**config.mk**
```make
export PLATFORM = sky130hd
export DESIGN_NAME = wr_ack_tracker
export DESIGN_NICKNAME = d
export VERILOG_FILES = /design/src/rtl/wat_pkg.sv /design/src/rtl/wat_cmd_decode.sv /design/src/rtl/wat_stamp_queue.sv /design/src/rtl/wat_err_flags.sv /design/src/rtl/wr_ack_tracker.sv
export SDC_FILE = /design/constraint.sdc
export NUM_CORES = 1
export LEC_CHECK = 0
export BUFFER_PORTS_ARGS = -buffer_cell sky130_fd_sc_hd__buf_4
export CAP_MARGIN = 20
export CORE_ASPECT_RATIO = 0.9
export CORE_MARGIN = 8
export CORE_UTILIZATION = 44
export CTS_BUF_LIST = sky130_fd_sc_hd__clkbuf_4 sky130_fd_sc_hd__clkbuf_8 sky130_fd_sc_hd__clkbuf_16
export DETAILED_ROUTE_END_ITERATION = 10
export PLACE_DENSITY_LB_ADDON = 0.05
export SYNTH_ARGS = -nofsm -noshare
export SYNTH_HDL_FRONTEND = slang
export SYNTH_SLANG_ARGS = --single-unit
```
**constraint.sdc**
```tcl
create_clock -name clk -period 14.9 [get_ports clk]
set_clock_uncertainty 0.2 [all_clocks]
set_input_delay 2.235 -clock clk [delete_from_list [all_inputs] [get_ports clk]]
set_output_delay 2.235 -clock clk [all_outputs]
set_load 0.02 [all_outputs]
```
**src/rtl/wat_pkg.sv**
```systemverilog
package wat_pkg;
  localparam int CMD_W = 6;
  localparam logic [CMD_W-1:0] CMD_WR_INVAL = 6'b010010;
  localparam logic [CMD_W-1:0] CMD_WR_MERGE = 6'b010110;

  localparam int N_ERR      = 4;
  localparam int ERR_EARLY  = 0;
  localparam int ERR_LATE   = 1;
  localparam int ERR_OVF    = 2;
  localparam int ERR_ORPHAN = 3;

  function automatic logic opens_debt(input logic [CMD_W-1:0] cmd, input logic byp);
    return !byp && ((cmd == CMD_WR_INVAL) || (cmd == CMD_WR_MERGE));
  endfunction
endpackage

```
**src/rtl/wat_cmd_decode.sv**
```systemverilog
module wat_cmd_decode
  import wat_pkg::*;
(
  input  logic             hdr_vld,
  input  logic [CMD_W-1:0] hdr_cmd,
  input  logic             hdr_bypass,
  output logic             wr_seen
);
  assign wr_seen = hdr_vld && opens_debt(hdr_cmd, hdr_bypass);
endmodule

```
**src/rtl/wat_stamp_queue.sv**
```systemverilog
module wat_stamp_queue #(
  parameter int DEPTH = 16,
  parameter int TS_W  = 16,
  localparam int CNT_W = $clog2(DEPTH + 1),
  localparam int PTR_W = (DEPTH > 1) ? $clog2(DEPTH) : 1
) (
  input  logic             clk,
  input  logic             rst_n,
  input  logic             push,
  input  logic             pop,
  input  logic [TS_W-1:0]  push_ts,
  output logic [TS_W-1:0]  head_ts,
  output logic [CNT_W-1:0] count,
  output logic             empty,
  output logic             full
);
  localparam logic [PTR_W-1:0] LAST = PTR_W'(DEPTH - 1);

  logic [TS_W-1:0]  slot [DEPTH];
  logic [PTR_W-1:0] rd_ptr, wr_ptr;

  function automatic logic [PTR_W-1:0] bump(input logic [PTR_W-1:0] p);
    return (p == LAST) ? '0 : p + 1'b1;
  endfunction

  assign empty   = (count == '0);
  assign full    = (count == CNT_W'(DEPTH));
  assign head_ts = slot[rd_ptr];

  always_ff @(posedge clk) begin
    if (push) slot[wr_ptr] <= push_ts;
  end

  always_ff @(posedge clk or negedge rst_n) begin
    if (!rst_n) begin
      rd_ptr <= '0;
      wr_ptr <= '0;
      count  <= '0;
    end else begin
      if (push) wr_ptr <= bump(wr_ptr);
      if (pop)  rd_ptr <= bump(rd_ptr);
      case ({push, pop})
        2'b10:   count <= count + 1'b1;
        2'b01:   count <= count - 1'b1;
        default: count <= count;
      endcase
    end
  end


  no_overflow_chk: assert property (@(posedge clk) disable iff (!rst_n)
    !(push && full && !pop));


  no_underflow_chk: assert property (@(posedge clk) disable iff (!rst_n)
    !(pop && empty));


  count_range_chk: assert property (@(posedge clk) disable iff (!rst_n)
    count <= CNT_W'(DEPTH));
endmodule

```
**src/rtl/wat_err_flags.sv**
```systemverilog
module wat_err_flags #(
  parameter int N = 4
) (
  input  logic         clk,
  input  logic         rst_n,
  input  logic         clr,
  input  logic [N-1:0] set,
  output logic [N-1:0] flags
);
  for (genvar g = 0; g < N; g++) begin : g_flag
    always_ff @(posedge clk or negedge rst_n) begin
      if (!rst_n)      flags[g] <= 1'b0;
      else if (set[g]) flags[g] <= 1'b1;
      else if (clr)    flags[g] <= 1'b0;
    end


    flag_sticky_chk: assert property (@(posedge clk) disable iff (!rst_n)
      (flags[g] && !clr) |=> flags[g]);


    flag_setwins_chk: assert property (@(posedge clk) disable iff (!rst_n)
      set[g] |=> flags[g]);
  end
endmodule

```
**src/rtl/wr_ack_tracker.sv**
```systemverilog
module wr_ack_tracker
  import wat_pkg::*;
#(
  parameter int DEPTH   = 16,
  parameter int MIN_LAT = 2,
  parameter int MAX_LAT = 48000,
  localparam int TS_W   = $clog2(MAX_LAT + 2),
  localparam int CNT_W  = $clog2(DEPTH + 1)
) (
  input  logic             clk,
  input  logic             rst_n,
  input  logic             hdr_vld,
  input  logic [5:0]       hdr_cmd,
  input  logic             hdr_bypass,
  input  logic             ack_vld,
  input  logic             err_clr,
  output logic [CNT_W-1:0] outstanding,
  output logic             err_early,
  output logic             err_late,
  output logic             err_overflow,
  output logic             err_orphan
);
  localparam logic [TS_W-1:0] MIN_A = TS_W'(MIN_LAT);
  localparam logic [TS_W-1:0] MAX_A = TS_W'(MAX_LAT);
  localparam logic [TS_W-1:0] TMO_A = TS_W'(MAX_LAT + 1);

  logic              wr_seen;
  logic [TS_W-1:0]   now, head_ts, age;
  logic              q_empty, q_full;
  logic              ack_hit, overdue, pop, push;
  logic [N_ERR-1:0]  err_set, err_q;

  wat_cmd_decode u_dec (
    .hdr_vld    (hdr_vld),
    .hdr_cmd    (hdr_cmd),
    .hdr_bypass (hdr_bypass),
    .wr_seen    (wr_seen)
  );

  // Free-running cycle stamp; entries leave before their age can wrap.
  always_ff @(posedge clk or negedge rst_n) begin
    if (!rst_n) now <= '0;
    else        now <= now + 1'b1;
  end

  assign age     = now - head_ts;
  assign ack_hit = ack_vld && !q_empty;
  assign overdue = !q_empty && (age > MAX_A);
  assign pop     = ack_hit || overdue;
  assign push    = wr_seen && (!q_full || pop);

  always_comb begin
    err_set             = '0;
    err_set[ERR_EARLY]  = ack_hit && (age < MIN_A);
    err_set[ERR_LATE]   = overdue;
    err_set[ERR_OVF]    = wr_seen && q_full && !pop;
    err_set[ERR_ORPHAN] = ack_vld && q_empty;
  end

  wat_stamp_queue #(.DEPTH(DEPTH), .TS_W(TS_W)) u_queue (
    .clk     (clk),
    .rst_n   (rst_n),
    .push    (push),
    .pop     (pop),
    .push_ts (now),
    .head_ts (head_ts),
    .count   (outstanding),
    .empty   (q_empty),
    .full    (q_full)
  );

  wat_err_flags #(.N(N_ERR)) u_flags (
    .clk   (clk),
    .rst_n (rst_n),
    .clr   (err_clr),
    .set   (err_set),
    .flags (err_q)
  );

  assign err_early    = err_q[ERR_EARLY];
  assign err_late     = err_q[ERR_LATE];
  assign err_overflow = err_q[ERR_OVF];
  assign err_orphan   = err_q[ERR_ORPHAN];


  age_bound_chk: assert property (@(posedge clk) disable iff (!rst_n)
    !q_empty |-> (age <= TMO_A));


  orphan_flag_chk: assert property (@(posedge clk) disable iff (!rst_n)
    (ack_vld && outstanding == '0) |=> err_orphan);


  early_flag_chk: assert property (@(posedge clk) disable iff (!rst_n)
    (ack_vld && outstanding != '0 && age < MIN_A) |=> err_early);


  ignore_hdr_chk: assert property (@(posedge clk) disable iff (!rst_n)
    (!wr_seen && !ack_vld && !overdue) |=> $stable(outstanding));
endmodule

```
==> results.rst <==
.. list-table::
   :header-rows: 1

   * - Metric
     - Value
   * - CTS buffer count
     - 31
   * - Commonest non-fill, non-tap cell in the layout
     - sky130_fd_sc_hd__edfxtp_1
   * - Top flip-flop cell by instance count after synthesis
     - sky130_fd_sc_hd__edfxtp_1
   * - Xor and xnor fraction of the mapped netlist area
     - 2.548%
   * - Clock sink count
     - 289
   * - Overflow after GRT
     - 0
   * - Row Count
     - 58
   * - Synth Area in Compound Gates
     - 4.145%
   * - Yosys top cell area share
     - 62.11%
   * - Min cycle time layout
     - 7.501 ns
   * - Cell with the largest stage delay on the worst path
     - sky130_fd_sc_hd__dfrtp_4
   * - Number of antenna violations at the first check in global routing
     - 0
   * - Adder and majority cell fraction of the synthesized area
     - 2.952%
   * - Share of flip-flops with an asynchronous set or reset after synthesis
     - 11.42%
   * - Floorplan die width
     - 192.8 um
   * - Max_cap viols
     - 0
   * - Die area
     - 0.03376 mm2
   * - Chain of cells forming the critical path
     - buf_4 > mux4_2 > mux4_2 > inv_1 > ha_1 > nand4_1 > or2_2 > o311ai_1 > o31a_1 > xor2_1 > a211oi_4 > nor3_2 > nand2_1 > inv_1 > ha_1 > a21o_1 > a21oi_1 > or4b_2 > a32oi_1 > o21ai_1
   * - Share of layout cells above drive strength 1
     - 26.89%
   * - Clock tree from TritonCTS
     - built
   * - Post-Route Utilization
     - 50.63%
   * - Share of cell area taken by muxes after synthesis
     - 14.99%
   * - Nets@finish
     - 745
   * - Routed via count
     - 6237
   * - Share of power burned in the clock network
     - 30.5%
   * - Status
     - finished clean
   * - RSZ-0062 raised after global routing
     - false
   * - Final hold violations
     - 0
   * - Min-delay worst type
     - reg -> reg
   * - Placed instance count
     - 1032
   * - Netlist area before placement
     - 0.01238 mm2
   * - Clock transition at the registers of the reported paths
     - 0.06 ns
   * - Accumulated negative setup slack
     - 0 ns
   * - Share of the clock period used by the worst path
     - 50.34%
   * - Number of different library cells in the post-synthesis netlist
     - 62
   * - Sum of buffers and inverters on the critical path
     - 3
   * - NetSw
     - 0.7537 mW
   * - Ranking of synthesized cells by area
     - sky130_fd_sc_hd__edfxtp_1, sky130_fd_sc_hd__mux4_2, sky130_fd_sc_hd__dfrtp_1
   * - Vias in the first global route
     - 6411
   * - Data arrival, critical path
     - 7.71 ns
   * - N_diodes
     - 0
   * - Die Height
     - 175.1 um
   * - Count of state elements after synthesis
     - 289
   * - Mean routed wirelength per cell
     - 24.96 um
   * - Fin Hold WS
     - 0.3253 ns
   * - Clock Latency Late Sink
     - 0.54 ns
   * - Overall power
     - 2.503 mW
   * - Mean instance size in the synthesized netlist
     - 18.75 um2
   * - Buffers on Ports
     - 19
   * - I/O pin count
     - 21
   * - Violation count after the first detailed-route iteration
     - 475
   * - Cell type with the highest aggregate area in the netlist
     - sky130_fd_sc_hd__edfxtp_1
   * - Share of power burned in combinational logic
     - 31.8%
   * - Commonest cells after routing, fill and taps aside
     - sky130_fd_sc_hd__edfxtp_1, sky130_fd_sc_hd__mux4_2, sky130_fd_sc_hd__buf_4
   * - Initial core utilization
     - 44.53%
   * - Depth of the CTS H-tree
     - 1
   * - Cell depth of the worst min-delay path
     - 1
   * - Critical Path Fanout Max
     - 36
   * - Vias per Instance
     - 5.727
   * - Warning count from the yosys run
     - 0
   * - Worst slew margin relative to its limit
     - 47.26%
   * - Area added between synthesis and finish
     - 13.69%
   * - Gate family responsible for the most delay along the worst path
     - simple AND/OR/NAND/NOR gates
   * - Post-route non-filler standard cell count
     - 1089
   * - Pin count of the biggest net entering global routing
     - 44
   * - Endpoint class of the critical path
     - flop
   * - Data required time at the worst endpoint
     - 15.11 ns
   * - Post-Syn Instances
     - 660
   * - Cells on worst reg2reg path
     - 20
   * - Number of design rule violations left after detail routing
     - 0
   * - Detail Placement HPWL
     - 15430 um
   * - Share of total power consumed by net switching
     - 30.11%
   * - Post-Synth Simple-Gate Area
     - 4.711%
   * - Maximum operating frequency
     - 133.3 MHz
   * - Number of iterations in the first detailed-routing pass
     - 5
   * - Final antenna-violating net count
     - 0
   * - Largest stage delay on the critical path
     - 0.83 ns
   * - Hold Buf Count CTS
     - 0
   * - Category of the critical setup timing path
     - reg -> reg
   * - Mapped Nets
     - 700
   * - Sequential cell fraction of total power
     - 37.7%
   * - P per Cell Area
     - 177.9 mW/mm2
   * - Wire length of the first global-routing pass
     - 40590 um
   * - Main combinational cell family by area after synthesis
     - multiplexers
   * - Seq/Total Area, Yosys
     - 68.78%
   * - Total Routed Length
     - 27180 um
   * - Global Route Usage Sum
     - 16.28%
   * - Final Slew Violations
     - 0
   * - Post-cts resize count
     - 0
   * - Static leakage
     - 5.043 nW
   * - Core area
     - 0.02779 mm2
   * - Final setup vio count
     - 0
   * - Buffer type at the clock tree root
     - sky130_fd_sc_hd__clkbuf_16
   * - Post CTS Setup Buffer Count
     - 0
   * - Number of gates on the worst path with buffers counted
     - 20
   * - Maximum buffer depth of the clock tree
     - 3
   * - Startpoint type of the worst setup path
     - flop
   * - Internal power component
     - 1.749 mW
   * - Final Wtd Congestion
     - 0.8455
   * - Post-synth EDFFs
     - 256
   * - Max IR drop VDD
     - 0.09775 mV
   * - Actual slew at the worst max-slew pin
     - 0.7905 ns
[power groups by stage]
stage / registers (mW) / clock network (mW) / logic [mW]
2_1_floorplan: 0.932 / 0 / 0.653
5_1_grt: 0.951 / 0.812 / 0.870
3_3_place_gp: 0.963 / 0 / 0.787
6_report: 0.944 / 0.763 / 0.796
3_5_place_dp: 0.964 / 0 / 0.796
4_1_cts: 0.948 / 0.785 / 0.801
[worst reg2reg max path: cells and delay by family (launching register included)]
family                     cells  cell delay [ns]
adders and majority gates      2             0.55
xor gates and xnor gates       1             0.37
muxes                          2             1.10
and+or+nand+nor                5             1.89
buffers and inverters          3             1.02
AOI/OAI and AO/OA              7             1.42
DFF                            1             0.83
[per-stage QoR]
step | worst slack [ns] | area (um2)
after floorplan | 7.898 | 12380
after global placement | 7.391 | 13030
after detailed placement | 7.334 | 13030
after CTS | 7.302 | 14070
after global routing | 6.860 | 14070
final | 7.399 | 14070
[cell usage after synthesis, types with 5 or more instances]
cell type and instances:
sky130_fd_sc_hd__a21oi_1 15, sky130_fd_sc_hd__o21ai_0 6, sky130_fd_sc_hd__inv_1 30, sky130_fd_sc_hd__edfxtp_1 256
sky130_fd_sc_hd__ha_1 26, sky130_fd_sc_hd__clkbuf_1 14, sky130_fd_sc_hd__mux4_2 79, sky130_fd_sc_hd__and3_1 6
sky130_fd_sc_hd__nand2_1 21, sky130_fd_sc_hd__nor2_1 10, sky130_fd_sc_hd__xnor2_1 23, sky130_fd_sc_hd__nand3_1 9
sky130_fd_sc_hd__nand4_1 5, sky130_fd_sc_hd__dfrtp_1 33, sky130_fd_sc_hd__xor2_1 13, sky130_fd_sc_hd__buf_1 9
sky130_fd_sc_hd__a31oi_1 5, sky130_fd_sc_hd__and4b_1 8, sky130_fd_sc_hd__a21o_1 5
[kinds of logic (layout without fill, tap and decap cells)]
family	Yosys count	in the layout
adder cells (fa/ha/maj)	28	28
XOR/XNOR	36	36
buffers and inverters	57	126
AO/OA/AOI/OAI	67	67
flip-flops	289	289
AND/OR/NAND/NOR	97	97
multiplexers	86	86
[area by class of cell]
class | count | area, um2
Fill cell | 2275 | 13720
Sequential cell | 289 | 8518
Multi-Input combinational cell | 314 | 3657
Clock buffer | 50 | 949.7
Tap cell | 360 | 450.4
Timing Repair Buffer | 39 | 292.8
Inverter | 30 | 112.6
Clock inverter | 7 | 90.09
[registers in the layout, indices dropped and copies added, names as in the netlist]
name and cells:
u_queue.count 5, u_queue.slot 256, u_queue.wr_ptr 4, u_flags.flags 4, u_queue.rd_ptr 4, now 16
[routing by layer]
| metal | global-route usage, % | wire (um) | vias up |
|---|---|---|---|
| li1 | - | - | 2779 |
| met1 | 22.94 | 12410 | 3309 |
| met2 | 26.71 | 13250 | 111 |
| met3 | 2.232 | 981 | 38 |
| met4 | 3.308 | 534 | 0 |
| met5 | 0 | 0 | - |
[worst paths after layout]
kind / slack, ns / startpoint / end
setup reg to reg: 7.40 / u_queue.rd_ptr[0] / u_queue.count[4]
max in group asynchronous: 12.66 / rst_n / u_queue.rd_ptr[0]
hold / removal: 0.33 / u_flags.flags[1] / u_flags.flags[1]
setup / recovery: 7.40 / u_queue.rd_ptr[0] / u_queue.count[4]
min in group asynchronous: 1.46 / rst_n / now[9]
hold reg to reg: 0.33 / u_flags.flags[1] / u_flags.flags[1]
No activity file was read; power rests on OpenSTA's default activity.
